<file path="config.mk">
export PLATFORM = sky130hd
export DESIGN_NAME = tm_special_ops
export DESIGN_NICKNAME = d
export VERILOG_FILES = /design/src/rtl/tm_pkg.sv /design/src/rtl/tm_op_decode.sv /design/src/rtl/tm_ctx_word.sv /design/src/rtl/tm_special_ops.sv
export SDC_FILE = /design/constraint.sdc
export NUM_CORES = 1
export LEC_CHECK = 0
export CORE_AREA = 3 3 112 114
export CTS_BUF_LIST = sky130_fd_sc_hd__clkbuf_16
export CTS_CLUSTER_DIAMETER = 120
export DETAILED_ROUTE_END_ITERATION = 16
export DIE_AREA = 0 0 115 117
export PLACE_DENSITY = 0.86
export RECOVER_POWER = 50
export SLEW_MARGIN = 25
export SYNTH_ARGS = -nofsm -noshare
export SYNTH_HDL_FRONTEND = slang
export SYNTH_HIERARCHICAL = 1
export SYNTH_SLANG_ARGS = --single-unit
</file>
<file path="constraint.sdc">
create_clock -name clk -period 9.2 [get_ports clk]
set_input_delay 1.84 -clock clk [delete_from_list [all_inputs] [get_ports clk]]
set_output_delay 1.84 -clock clk [all_outputs]
set_load 0.01 [all_outputs]
</file>
<file path="src/rtl/tm_pkg.sv">
package tm_pkg;
  typedef enum logic [2:0] {
    OP_PLAIN,
    OP_BAD,
    OP_ACK_OS,
    OP_SET_PEND,
    OP_PULL_OS,
    OP_ACK_HV,
    OP_PULL_POOL
  } tm_op_e;
endpackage

</file>
<file path="src/rtl/tm_op_decode.sv">
module tm_op_decode
  import tm_pkg::*;
#(
  parameter int OFF_W = 12,
  parameter int SPC_BIT = 11,
  parameter logic [OFF_W-1:0] ACK_OS_OFF = 12'hC10,
  parameter logic [OFF_W-1:0] SET_PEND_OFF = 12'hC20,
  parameter logic [OFF_W-1:0] PULL_OS_OFF = 12'h818,
  parameter logic [OFF_W-1:0] PULL_POOL_OFF = 12'h828,
  parameter logic [OFF_W-1:0] ACK_HV_OFF = 12'h830
) (
  input  logic             page_hv,
  input  logic [OFF_W-1:0] offset,
  input  logic [3:0]       size,
  input  logic             write,
  output tm_op_e           op
);
  typedef struct packed {
    logic             hv;
    logic [OFF_W-1:0] off;
    logic [3:0]       sz;
    logic             wr;
    tm_op_e           code;
  } entry_t;

  localparam int N_ENT = 7;
  localparam entry_t TBL [N_ENT] = '{
    '{hv: 1'b0, off: ACK_OS_OFF,    sz: 4'd2, wr: 1'b0, code: OP_ACK_OS},
    '{hv: 1'b0, off: SET_PEND_OFF,  sz: 4'd1, wr: 1'b1, code: OP_SET_PEND},
    '{hv: 1'b1, off: PULL_OS_OFF,   sz: 4'd4, wr: 1'b0, code: OP_PULL_OS},
    '{hv: 1'b1, off: PULL_OS_OFF,   sz: 4'd8, wr: 1'b0, code: OP_PULL_OS},
    '{hv: 1'b1, off: ACK_HV_OFF,    sz: 4'd2, wr: 1'b0, code: OP_ACK_HV},
    '{hv: 1'b1, off: PULL_POOL_OFF, sz: 4'd4, wr: 1'b0, code: OP_PULL_POOL},
    '{hv: 1'b1, off: PULL_POOL_OFF, sz: 4'd8, wr: 1'b0, code: OP_PULL_POOL}
  };

  always_comb begin
    op = OP_PLAIN;
    if (offset[SPC_BIT]) begin
      op = OP_BAD;
      for (int i = 0; i < N_ENT; i++) begin
        if (TBL[i].hv == page_hv && TBL[i].off == offset &&
            TBL[i].sz == size && TBL[i].wr == write)
          op = TBL[i].code;
      end
    end
  end
endmodule

</file>
<file path="src/rtl/tm_ctx_word.sv">
module tm_ctx_word #(
  parameter int W = 32
) (
  input  logic         clk,
  input  logic         rst_n,
  input  logic         load_en,
  input  logic [W-1:0] load_val,
  input  logic         pull,
  output logic [W-1:0] word
);
  always_ff @(posedge clk) begin
    if (!rst_n)       word <= '0;
    else if (load_en) word <= load_val;
    else if (pull)    word <= {1'b0, word[W-2:0]};
  end

  // a pull with no load leaves the valid bit clear
  a_r6_pull_clears_valid: assert property (@(posedge clk) disable iff (!rst_n)
    pull && !load_en |=> !word[W-1]);

  // with neither load nor pull the word holds
  a_r3_word_holds: assert property (@(posedge clk) disable iff (!rst_n)
    !pull && !load_en |=> $stable(word));

  // load wins
  a_r11_load_wins: assert property (@(posedge clk) disable iff (!rst_n)
    load_en |=> word == $past(load_val));
endmodule

</file>
<file path="src/rtl/tm_special_ops.sv">
module tm_special_ops
  import tm_pkg::*;
#(
  parameter int OFF_W = 12,
  parameter int SPC_BIT = 11,
  parameter int CTX_W = 32,
  parameter int RD_W = 64,
  parameter logic [OFF_W-1:0] ACK_OS_OFF = 12'hC10,
  parameter logic [OFF_W-1:0] SET_PEND_OFF = 12'hC20,
  parameter logic [OFF_W-1:0] PULL_OS_OFF = 12'h818,
  parameter logic [OFF_W-1:0] PULL_POOL_OFF = 12'h828,
  parameter logic [OFF_W-1:0] ACK_HV_OFF = 12'h830
) (
  input  logic             clk,
  input  logic             rst_n,
  input  logic             req_valid,
  output logic             req_ready,
  input  logic             req_hv,
  input  logic [OFF_W-1:0] req_offset,
  input  logic [3:0]       req_size,
  input  logic             req_write,
  input  logic [7:0]       req_wdata,
  output logic             rsp_valid,
  input  logic             rsp_ready,
  output logic [RD_W-1:0]  rsp_rdata,
  output logic             rsp_err,
  output logic             rsp_claim,
  output logic             err_pulse,
  output logic             ack_os,
  output logic             os_notify,
  output logic [7:0]       notify_prio,
  output logic             ack_hv,
  output logic             os_upd,
  output logic             pool_upd,
  input  logic             os_load_en,
  input  logic [CTX_W-1:0] os_load_val,
  input  logic             pool_load_en,
  input  logic [CTX_W-1:0] pool_load_val,
  output logic [CTX_W-1:0] os_w2,
  output logic [CTX_W-1:0] pool_w2
);
  localparam int PAD_W = RD_W - CTX_W;

  tm_op_e          op;
  logic            accept;
  logic            pull_os, pull_pool;
  logic [RD_W-1:0] rd_next;

  assign req_ready = !rsp_valid || rsp_ready;
  assign accept    = req_valid && req_ready;
  assign pull_os   = accept && (op == OP_PULL_OS);
  assign pull_pool = accept && (op == OP_PULL_POOL);

  tm_op_decode #(
    .OFF_W(OFF_W), .SPC_BIT(SPC_BIT),
    .ACK_OS_OFF(ACK_OS_OFF), .SET_PEND_OFF(SET_PEND_OFF),
    .PULL_OS_OFF(PULL_OS_OFF), .PULL_POOL_OFF(PULL_POOL_OFF),
    .ACK_HV_OFF(ACK_HV_OFF)
  ) u_dec (
    .page_hv(req_hv), .offset(req_offset), .size(req_size),
    .write(req_write), .op(op)
  );

  tm_ctx_word #(.W(CTX_W)) u_os_word (
    .clk(clk), .rst_n(rst_n), .load_en(os_load_en), .load_val(os_load_val),
    .pull(pull_os), .word(os_w2)
  );

  tm_ctx_word #(.W(CTX_W)) u_pool_word (
    .clk(clk), .rst_n(rst_n), .load_en(pool_load_en), .load_val(pool_load_val),
    .pull(pull_pool), .word(pool_w2)
  );

  always_comb begin
    case (op)
      OP_PULL_OS:   rd_next = {{PAD_W{1'b0}}, 1'b0, os_w2[CTX_W-2:0]};
      OP_PULL_POOL: rd_next = {{PAD_W{1'b0}}, 1'b0, pool_w2[CTX_W-2:0]};
      default:      rd_next = '0;
    endcase
  end

  always_ff @(posedge clk) begin
    if (!rst_n) begin
      rsp_valid   <= 1'b0;
      rsp_rdata   <= '0;
      rsp_err     <= 1'b0;
      rsp_claim   <= 1'b0;
      err_pulse   <= 1'b0;
      ack_os      <= 1'b0;
      os_notify   <= 1'b0;
      ack_hv      <= 1'b0;
      os_upd      <= 1'b0;
      pool_upd    <= 1'b0;
      notify_prio <= '0;
    end else begin
      err_pulse <= accept && (op == OP_BAD);
      ack_os    <= accept && (op == OP_ACK_OS);
      os_notify <= accept && (op == OP_SET_PEND);
      ack_hv    <= accept && (op == OP_ACK_HV);
      os_upd    <= pull_os;
      pool_upd  <= pull_pool;
      if (accept && op == OP_SET_PEND) notify_prio <= req_wdata;
      if (accept) begin
        rsp_valid <= 1'b1;
        rsp_rdata <= rd_next;
        rsp_err   <= (op == OP_BAD);
        rsp_claim <= (op != OP_PLAIN);
      end else if (rsp_ready) begin
        rsp_valid <= 1'b0;
      end
    end
  end

  // strobes are mutually exclusive
  a_r9_one_strobe: assert property (@(posedge clk) disable iff (!rst_n)
    $onehot0({err_pulse, ack_os, os_notify, ack_hv, os_upd, pool_upd}));

  // every strobe coincides with a valid response
  a_r9_strobe_with_rsp: assert property (@(posedge clk) disable iff (!rst_n)
    (err_pulse || ack_os || os_notify || ack_hv || os_upd || pool_upd) |-> rsp_valid);

  // a stalled response is held
  a_r10_hold_rsp: assert property (@(posedge clk) disable iff (!rst_n)
    rsp_valid && !rsp_ready |=> rsp_valid && $stable(rsp_rdata) &&
                                $stable(rsp_err) && $stable(rsp_claim));

  // rejected accesses return zero and pulse the error strobe
  a_r3_err_zero: assert property (@(posedge clk) disable iff (!rst_n)
    err_pulse |-> rsp_err && rsp_claim && rsp_rdata == '0);

  // unclaimed accesses are never errors
  a_r2_plain_quiet: assert property (@(posedge clk) disable iff (!rst_n)
    rsp_valid && !rsp_claim |-> !rsp_err && rsp_rdata == '0);

  // a pulled OS word is returned with its valid bit clear
  a_r6_pull_data: assert property (@(posedge clk) disable iff (!rst_n)
    os_upd |-> !rsp_rdata[CTX_W-1] && rsp_rdata[RD_W-1:CTX_W] == '0);
endmodule

</file>
==> flow_metrics.env <==
export IMPL_core_area_sq_um=11500
export IMPL_status="finished, violations left"
export IMPL_start_util=0.451
export IMPL_critical_path_class="input port to flip-flop"
export IMPL_place_gp_congestion=0.860
export IMPL_antenna_found_initial=0
export IMPL_yosys_warnings=6
export IMPL_cts_resized=0
export IMPL_cts_root_buffer="clkbuf_16"
export IMPL_dp_hpwl_microns=10500
export IMPL_cts_buffers=9
export IMPL_max_slew_margin=-0.552
export IMPL_critPathMaxFanout=70
export IMPL_tns_ns=0
export IMPL_clock_sinks=112
export IMPL_pwr_share_clk=0.337
export IMPL_htreeDepth=3
export IMPL_cp_end_kind="flip-flop"
export IMPL_slew_violations=71
export IMPL_comb_power_share=0.156
export IMPL_synthDominantCellAreaShare=0.432
export IMPL_synth_edf_count=0
export IMPL_fin_crit_ns=5.53
export IMPL_cp_slowest_cell="clkbuf_1"
export IMPL_violations="max-capacitance violations, max-slew violations"
export IMPL_cts_hold_buf=0
export IMPL_clkLatencyLatePin_ns=0.33
export IMPL_grt_max_degree=77
export IMPL_die_area_sq_um=13500
export IMPL_vias=4672
export IMPL_worstPathCellList="buf_2 > clkbuf_1 > clkinv_1 > buf_4 > nor4_1"
export IMPL_diodes=0
export IMPL_rows=39
export IMPL_grt_overflow_total=0
export IMPL_crit_buf_inv=4
export IMPL_switching_power_w=0.000251
export IMPL_avgViaCountPerCell=5.52
export IMPL_syn_inst=526
export IMPL_drc=0
export IMPL_fillers=937
export IMPL_die_h_microns=117
export IMPL_hp_class="flip-flop to flip-flop"
export IMPL_cts_setup_buffers=0
export IMPL_pwr_density_cell_nw_per_um2=141
export IMPL_hold_violations=0
export IMPL_io_buffer_count=208
export IMPL_max_stage_delay_ns=1.65
export IMPL_fmax_ghz=0.181
export IMPL_clkTransAtPathRegs_ns=0.06
export IMPL_seq_area_frac_synth=0.432
export IMPL_clock_path_buffers=2
export IMPL_synth_distinct_cells=47
export IMPL_multi_input_area_sq_um=2410
export IMPL_area_growth_pct=39.4
export IMPL_ant_nets=0
export IMPL_cp_top_family="buffers and inverters"
export IMPL_clock_skew_ns=0.00657
export IMPL_cts_tree="built"
export IMPL_p_leak_nw=2.82
export IMPL_synth_seq_cells=112
export IMPL_boundaryPins=242
export IMPL_grt_pass1_wl_microns=23300
export IMPL_irDropWorstVdd_uv=78.6
export IMPL_dieWidth_microns=115
export IMPL_worst_ep_arrival_time_ns=5.76
export IMPL_p_seq_frac=0.507
export IMPL_post_synth_top_count_cell="dfxtp_1"
export IMPL_synth_area_per_cell_sq_um=9.87
export IMPL_grt_total_usage=0.214
export IMPL_async_reset_ff_frac=0
export IMPL_worstMarginPinSlew_ns=2.33
export IMPL_cp_required_ns=9.43
export IMPL_layout_drive_gt1_share=0.0484
export IMPL_post_route_period_util=0.601
export IMPL_cap_viol_max_count=1
export IMPL_drt_wl_total_microns=15000
export IMPL_p_sw_frac=0.246
export IMPL_fin_nets=795
export IMPL_drtIter0Drc=229
export IMPL_grt_pass1_vias=4572
export IMPL_p_total_w=0.00102
export IMPL_synth_common_cells="112 x dfxtp_1, 72 x nand4_1, 64 x nor2b_1"
export IMPL_wl_per_cell_microns=17.7
export IMPL_startpoint_type="input port"
export IMPL_p_int_w=0.000769
export IMPL_first_pass_iters=6
export IMPL_setup_viol=0
export IMPL_yosys_most_used_dff="dfxtp_1"
export IMPL_post_synth_top_area_cell="dfxtp_1"
export IMPL_synthesis_area_sq_um=5190
export IMPL_seq_area_sq_um=2240
export IMPL_rsz0062_at_grt="no"
export IMPL_synth_area_leaders="dfxtp_1 43%, mux2i_1 12%, nand4_1 8.7%"
[routing by layer]
layer	up-vias	wire length, microns	track usage
li1	2208	-	-
met1	2218	5970	0.262
met2	228	7620	0.376
met3	18	1180	0.0458
met4	0	218	0.0689
met5	-	0	0
[cells in the final DEF, fill, tap and decap left out, types with 2 or more instances in the layout]
cell / count
a31o_1: 2
nor4_1: 2
and2_1: 2
clkdlybuf4s50_1: 154
nand4_1: 72
buf_4: 6
nor2_1: 4
clkinv_1: 3
nand3_1: 2
o21ai_0: 32
mux2i_1: 62
buf_2: 4
and3b_1: 2
and4bb_1: 2
a31oi_1: 31
nand3b_1: 2
conb_1: 33
clkbuf_16: 9
inv_1: 2
dfxtp_1: 112
clkinv_2: 2
inv_2: 2
nor2b_1: 63
a21oi_1: 11
dlygate4sd3_1: 50
nor4b_1: 2
o31ai_1: 8
nor3_1: 4
and3_1: 2
[worst paths after layout]
kind | slack (ns) | endpoint | start | cells past startpoint
worst min-delay path | 0.48 | notify_prio[0] | notify_prio[0] | 2
worst max-delay path | 3.67 | os_notify | rst_n | 5
worst min register to register | 0.48 | notify_prio[0] | notify_prio[0] | 2
worst max register to register | 6.82 | u_os_word/word[31] | rsp_valid | 6
[cell type report]
type                       count  area share
clock inverter                 6     0.00398
timing repair buffer         216       0.295
clock buffer                   9      0.0311
multi-input combinational    356       0.334
sequential                   112       0.310
tap                          143      0.0247
inverter                       4     0.00208
[per-stage QoR]
step / instances / area [sq um] / hold slack [ns] / util / setup slack, ns
CTS: 845 / 7220 / 0.479 / 0.627 / 3.74
floorplan: 558 / 5310 / 0.493 / - / 4.90
finish: 846 / 7230 / 0.475 / 0.628 / 3.67
global route: 846 / 7230 / 0.496 / 0.628 / 3.22
global placement: 830 / 6960 / 0.454 / 0.605 / 3.79
detailed placement: 830 / 6960 / 0.470 / 0.605 / 3.76
[worst register-to-register path: cells and delay by family, from the launching register on]
family	cells	cell delay, ns
buffers and inverters	2	0.46
and+or+nand+nor	3	1.44
DFF	1	0.33
AOI/OAI and AO/OA	1	0.10
[flip-flops by register name (all words and copies together), names as in the netlist]
name and cells:
u_os_word/word 32, err_pulse 1, rsp_rdata 31, ack_hv 1, os_upd 1, u_pool_word/word 32, rsp_err 1, rsp_valid 1
os_notify 1, rsp_claim 1, pool_upd 1, ack_os 1, notify_prio 8
[logic make-up after synthesis]
group,share of synthesized area
and+or+nand+nor,0.217
other,0.000723
xor gates and xnor gates,0.00338
buffers and inverters,0.128
AOI/OAI and AO/OA,0.0991
DFF,0.432
muxes,0.120
[power by group through the flow]
stage / Clock (W) / Combinational, W / Sequential, W
after floorplan: 0 / 0.0000802 / 0.000533
after global placement: 0 / 0.000155 / 0.000528
after detailed placement: 0 / 0.000159 / 0.000528
after CTS: 0.000348 / 0.000160 / 0.000517
after global routing: 0.000372 / 0.000171 / 0.000519
final: 0.000344 / 0.000160 / 0.000517
(Power assumes the default switching activity.)
